$ cat src/rtl/pfb_pkg.sv
package pfb_pkg;

    localparam int BUS_AW = 3;

    typedef enum logic [BUS_AW-1:0] {
        REG_PAGE   = 3'd0,
        REG_SHOW   = 3'd1,
        REG_VSYNC  = 3'd2,
        REG_SEEN   = 3'd3,
        REG_FIELDS = 3'd4,
        REG_ACTIVE = 3'd5
    } reg_addr_e;

    typedef struct packed {
        logic      wr;
        logic      rd;
        reg_addr_e addr;
    } bus_req_t;

    function automatic bus_req_t make_req(input logic wr, input logic rd,
                                          input logic [BUS_AW-1:0] a);
        bus_req_t r;
        r.wr   = wr;
        r.rd   = rd;
        r.addr = reg_addr_e'(a);
        return r;
    endfunction

    function automatic logic is_access(input bus_req_t r, input reg_addr_e a);
        return r.addr == a;
    endfunction

endpackage

$ cat src/rtl/pfb_pending_regs.sv
module pfb_pending_regs
    import pfb_pkg::*;
#(
    parameter int NUM_PAGES = 4,
    parameter int DATA_W    = 16,
    localparam int PAGE_W   = $clog2(NUM_PAGES)
) (
    input  logic              clk,
    input  logic              rst,
    input  bus_req_t          req,
    input  logic [DATA_W-1:0] wdata,
    output logic [PAGE_W-1:0] pend_page,
    output logic              pend_show
);

    logic page_legal;
    logic page_wr;
    logic show_wr;

    always_comb begin
        page_legal = wdata < DATA_W'(NUM_PAGES);
        page_wr    = req.wr && is_access(req, REG_PAGE) && page_legal;
        show_wr    = req.wr && is_access(req, REG_SHOW);
    end

    always_ff @(posedge clk) begin
        if (rst) begin
            pend_page <= '0;
            pend_show <= 1'b1;
        end else begin
            if (page_wr) pend_page <= wdata[PAGE_W-1:0];
            if (show_wr) pend_show <= wdata[0];
        end
    end

    AST_PAGE_KEEP: assert property (@(posedge clk) disable iff (rst)
        (req.wr && is_access(req, REG_PAGE) && !page_legal) |=> $stable(pend_page))
        else $error("illegal page write changed pending page");

    AST_PEND_RANGE: assert property (@(posedge clk) disable iff (rst)
        (int'(pend_page) < NUM_PAGES))
        else $error("pending page out of range");

endmodule

$ cat src/rtl/pfb_field_sync.sv
module pfb_field_sync #(
    parameter int PAGE_W      = 2,
    parameter int FIELD_CNT_W = 16
) (
    input  logic                   clk,
    input  logic                   rst,
    input  logic                   field_start,
    input  logic [PAGE_W-1:0]      pend_page,
    input  logic                   pend_show,
    input  logic                   seen_clr,
    output logic [PAGE_W-1:0]      act_page,
    output logic                   act_show,
    output logic [FIELD_CNT_W-1:0] field_cnt,
    output logic                   seen
);

    always_ff @(posedge clk) begin
        if (rst) begin
            act_page <= '0;
            act_show <= 1'b1;
        end else if (field_start) begin
            act_page <= pend_page;
            act_show <= pend_show;
        end
    end

    always_ff @(posedge clk) begin
        if (rst) field_cnt <= '0;
        else if (field_start) field_cnt <= field_cnt + 1'b1;
    end

    always_ff @(posedge clk) begin
        if (rst) seen <= 1'b0;
        else if (field_start) seen <= 1'b1;
        else if (seen_clr) seen <= 1'b0;
    end

    AST_ACTIVE_HOLD: assert property (@(posedge clk) disable iff (rst)
        !field_start |=> ($stable(act_page) && $stable(act_show)))
        else $error("active state moved without field start");

    AST_TRANSFER: assert property (@(posedge clk) disable iff (rst)
        field_start |=> (act_page == $past(pend_page) && act_show == $past(pend_show)))
        else $error("pending state not transferred");

    AST_COUNT_STEP: assert property (@(posedge clk) disable iff (rst)
        field_start |=> field_cnt == $past(field_cnt) + 1'b1)
        else $error("field counter step wrong");

    AST_SEEN_SET: assert property (@(posedge clk) disable iff (rst)
        field_start |=> seen)
        else $error("field-seen flag not set");

    AST_SEEN_CLR: assert property (@(posedge clk) disable iff (rst)
        (seen_clr && !field_start) |=> !seen)
        else $error("field-seen flag not cleared");

endmodule

$ cat src/rtl/pfb_pixel_gate.sv
module pfb_pixel_gate #(
    parameter int PIX_W = 8
) (
    input  logic             clk,
    input  logic             rst,
    input  logic             show,
    input  logic [PIX_W-1:0] pix_in,
    output logic [PIX_W-1:0] pix_out
);

    for (genvar b = 0; b < PIX_W; b++) begin : g_lane
        always_ff @(posedge clk) begin
            if (rst) pix_out[b] <= 1'b0;
            else     pix_out[b] <= pix_in[b] & show;
        end
    end

    AST_BLANK_ZERO: assert property (@(posedge clk) disable iff (rst)
        !show |=> pix_out == '0)
        else $error("blanked output not zero");

    AST_PASS_DOTS: assert property (@(posedge clk) disable iff (rst)
        show |=> pix_out == $past(pix_in))
        else $error("visible output not passing dots");

endmodule

$ cat src/rtl/pfb_ctrl.sv
module pfb_ctrl
    import pfb_pkg::*;
#(
    parameter int NUM_PAGES   = 4,
    parameter int DATA_W      = 16,
    parameter int PIX_W       = 8,
    parameter int ORIGIN_W    = 16,
    parameter int PAGE_SPAN   = 'h400,
    parameter int FIELD_CNT_W = 16,
    localparam int PAGE_W     = $clog2(NUM_PAGES)
) (
    input  logic                clk,
    input  logic                rst,
    input  logic                bus_wr,
    input  logic                bus_rd,
    input  logic [BUS_AW-1:0]   bus_addr,
    input  logic [DATA_W-1:0]   bus_wdata,
    output logic [DATA_W-1:0]   bus_rdata,
    input  logic                field_start,
    input  logic                vsync_level,
    input  logic [PIX_W-1:0]    pix_in,
    output logic [PIX_W-1:0]    pix_out,
    output logic [ORIGIN_W-1:0] page_origin
);

    bus_req_t               req;
    logic [PAGE_W-1:0]      pend_page;
    logic                   pend_show;
    logic [PAGE_W-1:0]      act_page;
    logic                   act_show;
    logic [FIELD_CNT_W-1:0] field_cnt;
    logic                   seen;
    logic                   seen_clr;
    logic [DATA_W-1:0]      rd_mux;

    assign req      = make_req(bus_wr, bus_rd, bus_addr);
    assign seen_clr = req.rd && is_access(req, REG_SEEN);

    pfb_pending_regs #(
        .NUM_PAGES (NUM_PAGES),
        .DATA_W    (DATA_W)
    ) i_pend (
        .clk       (clk),
        .rst       (rst),
        .req       (req),
        .wdata     (bus_wdata),
        .pend_page (pend_page),
        .pend_show (pend_show)
    );

    pfb_field_sync #(
        .PAGE_W      (PAGE_W),
        .FIELD_CNT_W (FIELD_CNT_W)
    ) i_sync (
        .clk         (clk),
        .rst         (rst),
        .field_start (field_start),
        .pend_page   (pend_page),
        .pend_show   (pend_show),
        .seen_clr    (seen_clr),
        .act_page    (act_page),
        .act_show    (act_show),
        .field_cnt   (field_cnt),
        .seen        (seen)
    );

    pfb_pixel_gate #(
        .PIX_W (PIX_W)
    ) i_gate (
        .clk     (clk),
        .rst     (rst),
        .show    (act_show),
        .pix_in  (pix_in),
        .pix_out (pix_out)
    );

    assign page_origin = ORIGIN_W'(act_page) * ORIGIN_W'(PAGE_SPAN);

    always_comb begin
        rd_mux = '0;
        case (req.addr)
            REG_PAGE:   rd_mux[PAGE_W-1:0]      = pend_page;
            REG_SHOW:   rd_mux[0]               = pend_show;
            REG_VSYNC:  rd_mux[0]               = vsync_level;
            REG_SEEN:   rd_mux[0]               = seen;
            REG_FIELDS: rd_mux[FIELD_CNT_W-1:0] = field_cnt;
            REG_ACTIVE: rd_mux[PAGE_W:0]        = {act_page, act_show};
            default:    rd_mux                  = '0;
        endcase
    end

    always_ff @(posedge clk) begin
        if (rst)         bus_rdata <= '0;
        else if (bus_rd) bus_rdata <= rd_mux;
    end

    AST_ORIGIN_HOLD: assert property (@(posedge clk) disable iff (rst)
        !field_start |=> $stable(page_origin))
        else $error("origin moved between fields");

    AST_VSYNC_READ: assert property (@(posedge clk) disable iff (rst)
        (bus_rd && bus_addr == 3'd2) |=> bus_rdata == DATA_W'($past(vsync_level)))
        else $error("vsync read wrong");

endmodule

$ cat config.mk
export PLATFORM = sky130hd
export DESIGN_NAME = pfb_ctrl
export DESIGN_NICKNAME = d
export VERILOG_FILES = /design/src/rtl/pfb_pkg.sv /design/src/rtl/pfb_pending_regs.sv /design/src/rtl/pfb_field_sync.sv /design/src/rtl/pfb_pixel_gate.sv /design/src/rtl/pfb_ctrl.sv
export SDC_FILE = /design/constraint.sdc
export NUM_CORES = 1
export LEC_CHECK = 0
export ABC_AREA = 1
export BUFFER_PORTS_ARGS = -buffer_cell sky130_fd_sc_hd__buf_2
export CORE_ASPECT_RATIO = 0.6
export CORE_MARGIN = 3
export CORE_UTILIZATION = 35
export CTS_CLUSTER_DIAMETER = 200
export DETAILED_ROUTE_END_ITERATION = 10
export PLACE_DENSITY_LB_ADDON = 0.1
export RECOVER_POWER = 100
export SETUP_SLACK_MARGIN = 0.05
export SYNTH_ARGS = -nofsm -noshare
export SYNTH_HDL_FRONTEND = slang
export SYNTH_SLANG_ARGS = --single-unit
$ cat constraint.sdc
create_clock -name clk -period 1.48 [get_ports clk]
set_input_delay 0.222 -clock clk [delete_from_list [all_inputs] [get_ports clk]]
set_output_delay 0.222 -clock clk [all_outputs]
set_load 0.1 [all_outputs]
==> summary.txt, run 1 <==
CTS
  • H-tree depth: 2
  • Clock Latency Late Sink: 0.31 ns
  • Clock transition at the registers of the reported paths: 0.08 ns
  • TritonCTS Buffers: 5
  • CTS tree: done
  • Root Driver: clkbuf_8
  • Hold buffer count at cts: 0
  • CTS Sinks: 47
  • CTS Buffer Depth: 2

Setup path
  • Worst Setup Start Kind: flip-flop
  • Arrival time at the worst endpoint: 1.16 ns
  • R2r startpoint: i_sync.field_cnt[1]
  • Critical Path Slowest Stage Cell: clkbuf_2
  • Cells along the critical path: clkbuf_2
  • Worst setup path category: flip-flop to primary output
  • Critical path peak fanout: 3
  • WP buf/inv: 1
  • Setup crit start: i_sync.act_page[0]
  • Top delay family on crit path: buffers and inverters
  • Slowest cell delay on critical path: 0.48 ns
  • Kind of end point of the critical path: primary output
  • Worst path required time: 1.26 ns

Global routing
  • Initial antenna violation count: 0
  • Remaining global-route overflow: 0
  • Vias in the first global route: 1614
  • Global routing's busiest layer: met1
  • GR Layer Usage met3: 5.85%
  • Grt met1 use: 19.5%
  • Largest net degree at the start of global routing: 28
  • M2 GR Usage: 18.9%
  • GRT Total Usage: 13.7%
  • First-pass GRT wire length: 7620 microns

Timing
  • Layout Skew: 0.0111 ns
  • Final WS setup: 0.0992 ns
  • Setup-failing EPs final: 0
  • Min Hold Slack: 0.132 ns
  • Slew Limit Fails: 0
  • Least-Margin Pin Slew: 0.879 ns
  • Fmax: 724 MHz
  • Minimum clock period: 1.38 ns
  • Slew HR: 41.4%
  • Final hold viol count: 0
  • Period utilization: 93.3%
  • RSZ-0062 raised after global routing: no
  • Setup TNS: 0 ns

Cells and area
  • Register area: 942 sq um
  • Layout cell share with drive strength beyond 1: 23.7%
  • Non-filler cells, final: 434
  • Cell area after layout: 2540 sq um
  • Area of the multi-input gates: 952 sq um
  • Number of filler cells placed in the layout: 623
  • Ant. Diodes: 0
  • Fin nets: 387
  • Area Growth Syn to Fin: 20.7%
  • Layout Utilization: 44.6%

Power and ir drop
  • Pwr dens: 1110 nW/um^2
  • Switching pwr: 1.02 mW
  • Internal Power: 1.80 mW
  • Clock network fraction of total power: 29.2%
  • Static leakage power: 1.17 nW
  • Final Power: 2.82 mW
  • Logic pwr share: 23.5%
  • Flop pwr share: 47.3%
  • Max VDD drop: 0.000419 V
  • Net Sw Frac: 36.1%

Routing
  • Routed via count: 1874
  • Iteration-0 DRC Markers: 76
  • # DRC: 0
  • Final ANT Viol Nets: 0
  • First-pass iteration count of the detailed router: 6
  • Vias per Instance: 4.32
  • Routed WL: 4620 microns
  • DR WL/cell: 10.6 microns

Placement
  • Dpl hpwl: 3430 microns
  • IO Port Bufs: 58
  • Placed instance area: 2460 sq um
  • GP Congestion: 0.820
  • Cells after DPL: 426
  • Pre-CTS WS: 0.0926 ns

Logic synthesis
  • Sequential share of the synthesized area: 44.6%
  • Synth unique cells: 29
  • Seq cells post-synth: 47
  • Warnings from Yosys: 0
  • Synthesized area: 2110 sq um
  • Area leader, netlist: dfxtp_1
  • Post-synthesis cell count: 291
  • Syn_area_per_cell: 7.24 sq um
  • Top cells by area, synth: dfxtp_1 (45%), nand2_1 (10%), nor2_1 (7.3%)
  • Yosys top cell area share: 44.6%

Die
  • Core ar.: 5700 sq um
  • Die height: 66.1 microns
  • Starting Density: 37.0%
  • Die Span X: 106 microns
  • Std-Cell Rows: 21
  • Die area: 7020 sq um
  • # IOs: 73

Flow run
  • Max-Cap Viols: 0

Worst hold path
  • Hold Path Class: primary input to flip-flop
  • Worst Hold Launch: pix_in[3]

Status
  • Status: complete, no violations
area by class of cell:
type | count | share of cell area (%)
timing repair buffer | 67 | 13.7
sequential | 47 | 37.0
inverter | 27 | 3.98
clock inverter | 2 | 0.639
multi-input combinational | 205 | 37.4
clock buffer | 6 | 3.25
tap | 80 | 3.94
per-layer routing:
layer	vias up	wire length, microns
li1	1024	-
met1	799	2470
met2	47	1790
met3	4	338
met4	0	25
met5	-	0
flip-flops by register name (all words and copies together), names as in the netlist:
register / flops
bus_rdata: 16
i_gate.pix_out: 8
i_pend.pend_page: 2
i_pend.pend_show: 1
i_sync.act_page: 2
i_sync.act_show: 1
i_sync.field_cnt: 16
i_sync.seen: 1
synthesized netlist by cell type, drive strengths merged:
library cell / instances
nand3: 16
ha: 1
o21a: 1
buf: 18
nand4: 2
a21oi: 28
inv: 27
o21ai: 27
nand2: 58
xor2: 1
a211oi: 1
o22ai: 1
conb: 1
nor2: 47
dfxtp: 47
nand3b: 1
nor3b: 1
clkbuf: 7
nor3: 6
cells by family after synthesis:
| group | Yosys count | synth area share [%] |
|---|---|---|
| other | 1 | 0.178 |
| adder cells (fa/ha/maj) | 1 | 0.593 |
| XOR/XNOR | 1 | 0.416 |
| AND/OR/NAND/NOR | 131 | 28.0 |
| AO/OA/AOI/OAI | 58 | 14.1 |
| buffers and inverters | 52 | 12.2 |
| flip-flops | 47 | 44.6 |
cell usage in the layout (no fill, tap or decap), drive strengths merged, types with 2 or more instances in the layout:
master  Yosys  routed
a21oi      28      28
buf        18      38
clkbuf      7      35
conb        1      14
dfxtp      47      47
inv        27      27
nand2      58      58
nand3      16      16
nand4       2       2
nor2       47      47
nor3        6       6
o21ai      27      27
final timing paths:
path | end | slack (ns) | depth (start not counted)
max | page_origin[10] | 0.1 | 1
min | i_gate.pix_out[3] | 0.13 | 3
max reg2reg | i_sync.field_cnt[14] | 0.18 | 8
min reg2reg | i_sync.seen | 0.47 | 2
what timing repair did:
action / 4_1_cts / 5_1_grt
buffers inserted: 0 / 0
resized for setup: 0 / 3
setup endpoints to repair: 0 / 3
power groups by stage:
stage / Sequential [mW] / Clock, mW / Combinational [mW]
after floorplan: 1.63 / 0 / 0.301
after global placement: 1.36 / 0 / 0.669
after detailed placement: 1.36 / 0 / 0.670
after CTS: 1.33 / 0.861 / 0.672
after global routing: 1.34 / 0.916 / 0.702
final: 1.33 / 0.822 / 0.662
Note: power is estimated with default switching activity, not from simulation.
==> inputs of run 2 (changes only) <==
--- a/config.mk
+++ b/config.mk
@@ -7,7 +7,6 @@
 export LEC_CHECK = 0
 export ABC_AREA = 1
 export BUFFER_PORTS_ARGS = -buffer_cell sky130_fd_sc_hd__buf_2
-export CORE_ASPECT_RATIO = 0.6
 export CORE_MARGIN = 3
 export CORE_UTILIZATION = 35
 export CTS_CLUSTER_DIAMETER = 200
==> run 2 against run 1 <==
- non-clock buffer count down 3
- maximum frequency up 1.0%
- clock skew down 0.0062 ns
- flip-flop and latch count unchanged
- critical path depth unchanged
- power up 10%
- die area down 0.44%
- register-to-register slack about the same
- critical path type unchanged
- critical endpoint unchanged
==> summary.txt, run 2 (same netlist as run 1, synthesis figures left out) <==
Flow run
  • Max-Cap Viols: 0

Cells and area
  • Most frequent cells in the layout: nand2_1 (56), dfxtp_1 (46), nor2_1 (42)
  • Ant. Diodes: 0
  • Area Growth Syn to Fin: 20.9%
  • Commonest non-fill, non-tap cell in the layout: nand2_1
  • Largest regs: bus_rdata x16, i_sync.field_cnt x16, i_gate.pix_out x8
  • Layout cell share with drive strength beyond 1: 23.4%
  • Fin nets: 384

Worst hold path
  • Hold Path Class: primary input to flip-flop
  • Hold-critical path depth: 3
  • Worst Hold Launch: pix_in[4]

Setup path
  • Worst Setup Start Kind: flip-flop
  • Top delay family on crit path: buffers and inverters
  • WP buf/inv: 1
  • Cells along the critical path: clkbuf_2
  • Arrival time at the worst endpoint: 1.14 ns
  • Crit path depth: 1
  • Critical path peak fanout: 3
  • Worst setup path category: flip-flop to primary output
  • Setup crit start: i_sync.act_page[0]
  • Worst path required time: 1.26 ns
  • Critical Path Slowest Stage Cell: clkbuf_2
  • Worst Reg2Reg Path Length in Cells: 6
  • Slowest cell delay on critical path: 0.47 ns
  • R2r startpoint: i_sync.field_cnt[0]
  • Kind of end point of the critical path: primary output

Power and ir drop
  • Final Power: 3.11 mW
  • Max VDD drop: 0.000507 V
  • Static leakage power: 1.17 nW
  • Pwr dens: 1220 nW/um^2

Die
  • Die height: 83.6 microns
  • Std-Cell Rows: 27
  • # IOs: 73
  • Core ar.: 5680 sq um
  • Die area: 6990 sq um
  • Die Span X: 83.6 microns
  • Starting Density: 37.1%

Routing
  • Routed via count: 1896
  • Vias per Instance: 4.48
  • Iteration-0 DRC Markers: 80
  • Final ANT Viol Nets: 0
  • Routed WL: 4590 microns
  • DR WL/cell: 10.9 microns
  • First-pass iteration count of the detailed router: 4
  • # DRC: 0

Global routing
  • Initial antenna violation count: 0
  • GRT Total Usage: 13.5%
  • Vias in the first global route: 1697
  • Remaining global-route overflow: 0
  • First-pass GRT wire length: 7870 microns
  • Largest net degree at the start of global routing: 32

Timing
  • Slew HR: 63.8%
  • Final hold viol count: 0
  • RSZ-0062 raised after global routing: no
  • Minimum clock period: 1.37 ns
  • Setup-failing EPs final: 0
  • Slew Limit Fails: 0
  • Layout Skew: 0.00493 ns
  • Setup TNS: 0 ns
  • Period utilization: 92.3%
  • Fmax: 732 MHz
  • Least-Margin Pin Slew: 0.543 ns

CTS
  • Root Driver: clkbuf_8
  • CTS Sinks: 47
  • TritonCTS Buffers: 5
  • Postcts setup bufs: 0
  • Clock transition at the registers of the reported paths: 0.09 ns
  • Clock Latency Late Sink: 0.30 ns
  • H-tree depth: 2
  • CTS Buffer Depth: 2
  • CTS tree: done

Placement
  • Dpl hpwl: 3310 microns
  • IO Port Bufs: 58
  • GP Congestion: 0.776

Status
  • Status: complete, no violations
[run 2: changes by cell type in the layout (fill, tap and decap cells not counted), sizes merged]
cell,before,now
buf,38,34
clkinv,1,0
bufinv,0,2
[run 2: per-layer routing]
metal	share of wire, %	global-route usage, %	up-vias
li1	-	-	1019
met1	49	19.3	816
met2	42	19.7	57
met3	7.3	3.85	4
met4	1.1	3.95	0
met5	0	0	-
[run 2: path summary, 6_finish.rpt]
check                                             to  slack (ns)
worst max-delay path                 page_origin[10]        0.11
worst min-delay path               i_gate.pix_out[4]        0.13
worst max register to register  i_sync.field_cnt[13]        0.18
worst min register to register           i_sync.seen        0.47
[run 2: cell type report]
cell class | count | area (sq um)
multi-input cells | 205 | 952
flip-flops and latches | 47 | 942
repair buffers | 64 | 327
inverters | 27 | 101
fillers | 614 | 3130
clock inverters | 3 | 67.6
well taps | 72 | 90.1
clock buffers | 5 | 68.8
[run 2: worst reg2reg max path, delay by kind of cell, from the launching register on]
family	cells	cell delay, ns
and+or+nand+nor	4	0.56
AOI/OAI and AO/OA	1	0.15
DFF	1	0.34
buffers and inverters	1	0.14
[run 2: metrics by stage]
stage	hold WS, ns	instance area [sq um]	util (%)	instances	setup slack, ns
floorplan	0.345	2160	-	304	0.107
global placement	0.436	2430	42.8	415	0.159
detailed placement	0.446	2430	42.8	415	0.0887
CTS	0.118	2560	45.2	423	0.0906
global route	0.112	2550	44.9	423	0.0402
finish	0.132	2550	44.9	423	0.113
[run 2: timing repair]
item	CTS	global route
endpoints found under the setup margin	0	3
endpoints found under the hold margin	0	0
hold buffers	0	0
gates resized for setup	0	3
[run 2: power by group]
part / switching, mW / internal (mW)
sequential: 0.0220 / 1.31
combinational: 0.553 / 0.102
clock: 0.444 / 0.674
total: 1.02 / 2.09
==> inputs of run 3 (changes only) <==
==> constraint.sdc (replaced) <==
create_clock -name clk -period 1.6 [get_ports clk]
set_input_delay 0.24 -clock clk [delete_from_list [all_inputs] [get_ports clk]]
set_output_delay 0.24 -clock clk [all_outputs]
set_load 0.1 [all_outputs]
==> run 3 against run 2 <==
- clock power shrank 21%
- via count is essentially flat
- global-route usage shrank 0.23 points
- setup slack gained 0.088 ns
- cell count shrank 0.47%
- die area is the same
- power shrank 13%
- sequential share of layout area grew 0.65 points
- sequential power shrank 7%
- critical path depth grew 4
==> summary.txt, run 3 (same netlist as run 1, synthesis figures left out) <==
Status
  • Status: complete, no violations

Routing
  • Iteration-0 DRC Markers: 91
  • Vias per Instance: 4.51
  • Routed via count: 1897
  • First-pass iteration count of the detailed router: 4
  • DR WL/cell: 10.5 microns
  • Routed WL: 4430 microns
  • # DRC: 0
  • Final ANT Viol Nets: 0

Power and ir drop
  • Net Sw Frac: 34.7%
  • Max VDD drop: 0.000440 V
  • Flop pwr share: 45.6%
  • Static leakage power: 1.14 nW
  • Switching pwr: 0.942 mW
  • Clock network fraction of total power: 32.5%
  • Pwr dens: 1080 nW/um^2
  • Logic pwr share: 21.9%
  • Internal Power: 1.78 mW

Timing
  • Min Hold Slack: 0.148 ns
  • Setup TNS: 0 ns
  • RSZ-0062 raised after global routing: no
  • Layout Skew: 0.00833 ns
  • Period utilization: 87.4%
  • Minimum clock period: 1.40 ns
  • Slew HR: 63.8%
  • Final hold viol count: 0
  • Setup-failing EPs final: 0
  • Fmax: 715 MHz
  • Least-Margin Pin Slew: 0.546 ns
  • Slew Limit Fails: 0
  • Final WS setup: 0.201 ns

Cells and area
  • Layout cell share with drive strength beyond 1: 22.6%
  • Number of filler cells placed in the layout: 615
  • Largest regs: bus_rdata x16, i_sync.field_cnt x16, i_gate.pix_out x8
  • Register area: 942 sq um
  • Area Growth Syn to Fin: 18.8%
  • Fin nets: 382
  • Commonest non-fill, non-tap cell in the layout: nand2_1
  • Ant. Diodes: 0
  • Most frequent cells in the layout: nand2_1 (57), dfxtp_1 (46), nor2_1 (44)
  • Area of the multi-input gates: 941 sq um
  • Non-filler cells, final: 421

CTS
  • CTS Sinks: 47
  • Clock Latency Late Sink: 0.30 ns
  • Root Driver: clkbuf_8
  • Clock transition at the registers of the reported paths: 0.09 ns
  • TritonCTS Buffers: 5
  • CTS Buffer Depth: 2
  • Postcts setup bufs: 0
  • H-tree depth: 2
  • CTS tree: done
  • Hold buffer count at cts: 0

Die
  • Starting Density: 37.1%
  • Die Span X: 83.6 microns
  • Core ar.: 5680 sq um
  • Std-Cell Rows: 27
  • Die height: 83.6 microns
  • # IOs: 73
  • Die area: 6990 sq um

Placement
  • GP Congestion: 0.808
  • Dpl hpwl: 3290 microns
  • Cells after DPL: 413
  • Pre-CTS WS: 0.183 ns
  • IO Port Bufs: 58

Global routing
  • First-pass GRT wire length: 7780 microns
  • GRT Total Usage: 13.3%
  • Initial antenna violation count: 0
  • Vias in the first global route: 1716
  • Largest net degree at the start of global routing: 32
  • Remaining global-route overflow: 0

Setup path
  • Arrival time at the worst endpoint: 1.60 ns
  • Kind of end point of the critical path: flip-flop
  • Cells along the critical path: nand3_1 -> nor3_2 -> nand3_2 -> o21ai_1 -> nor2_1
  • Critical Path Slowest Stage Cell: dfxtp_1
  • Slowest cell delay on critical path: 0.43 ns
  • Worst path required time: 1.80 ns
  • Critical path peak fanout: 5
  • Worst Reg2Reg Path Length in Cells: 5
  • Worst setup path category: flip-flop to flip-flop
  • Worst Setup Start Kind: flip-flop

Worst hold path
  • Hold-critical path depth: 3
  • Hold Path Class: primary input to flip-flop

Flow run
  • Max-Cap Viols: 0
==> run 3: power by group through the flow <==
stage / Combinational, mW / Sequential (mW) / Clock [mW]
2_1_floorplan: 0.279 / 1.51 / 0
3_3_place_gp: 0.602 / 1.26 / 0
3_5_place_dp: 0.603 / 1.27 / 0
4_1_cts: 0.603 / 1.24 / 0.919
5_1_grt: 0.629 / 1.25 / 0.964
6_report: 0.594 / 1.24 / 0.884
==> run 3: path summary, 6_finish.rpt <==
path | slack [ns] | endpoint | startpoint
max | 0.20 | i_sync.field_cnt[13] | i_sync.field_cnt[2]
min | 0.15 | i_gate.pix_out[2] | pix_in[2]
max reg2reg | 0.20 | i_sync.field_cnt[13] | i_sync.field_cnt[2]
min reg2reg | 0.47 | bus_rdata[0] | bus_rdata[0]
==> run 3: area by class of cell <==
class | count | area share (%)
Sequential cell | 47 | 37.6
Multi-Input combinational cell | 205 | 37.6
Timing Repair Buffer | 62 | 12.6
Inverter | 27 | 4.05
Tap cell | 72 | 3.60
Clock buffer | 5 | 2.75
Clock inverter | 3 | 1.85
==> run 3: per-stage QoR <==
| step | utilization, % | power, mW | cell area (sq um) |
|---|---|---|---|
| 2_1_floorplan | - | 1.79 | 2160 |
| 3_3_place_gp | 42.5 | 1.87 | 2410 |
| 3_5_place_dp | 42.5 | 1.87 | 2410 |
| 4_1_cts | 44.5 | 2.76 | 2530 |
| 5_1_grt | 44.1 | 2.84 | 2500 |
| 6_report | 44.1 | 2.72 | 2500 |
==> run 3: worst max-delay path, delay by kind of cell, from the launching register on <==
kind	cells	cell delay [ns]
compound gates	1	0.16
flops	1	0.43
simple gates	4	0.70
==> run 3: timing repair <==
| action | CTS | global route |
|---|---|---|
| endpoints found under the hold margin | 0 | 0 |
| endpoints found under the setup margin | 0 | 3 |
| gates resized for setup | 0 | 3 |
==> run 3: routing by layer <==
| layer | vias up | track usage, % | share of wire [%] |
|---|---|---|---|
| met3 | 6 | 3.26 | 5.7 |
| met4 | 0 | 4.82 | 1.6 |
| met1 | 816 | 17.7 | 50 |
| met2 | 53 | 20.8 | 43 |
| met5 | - | 0 | 0 |
| li1 | 1022 | - | - |
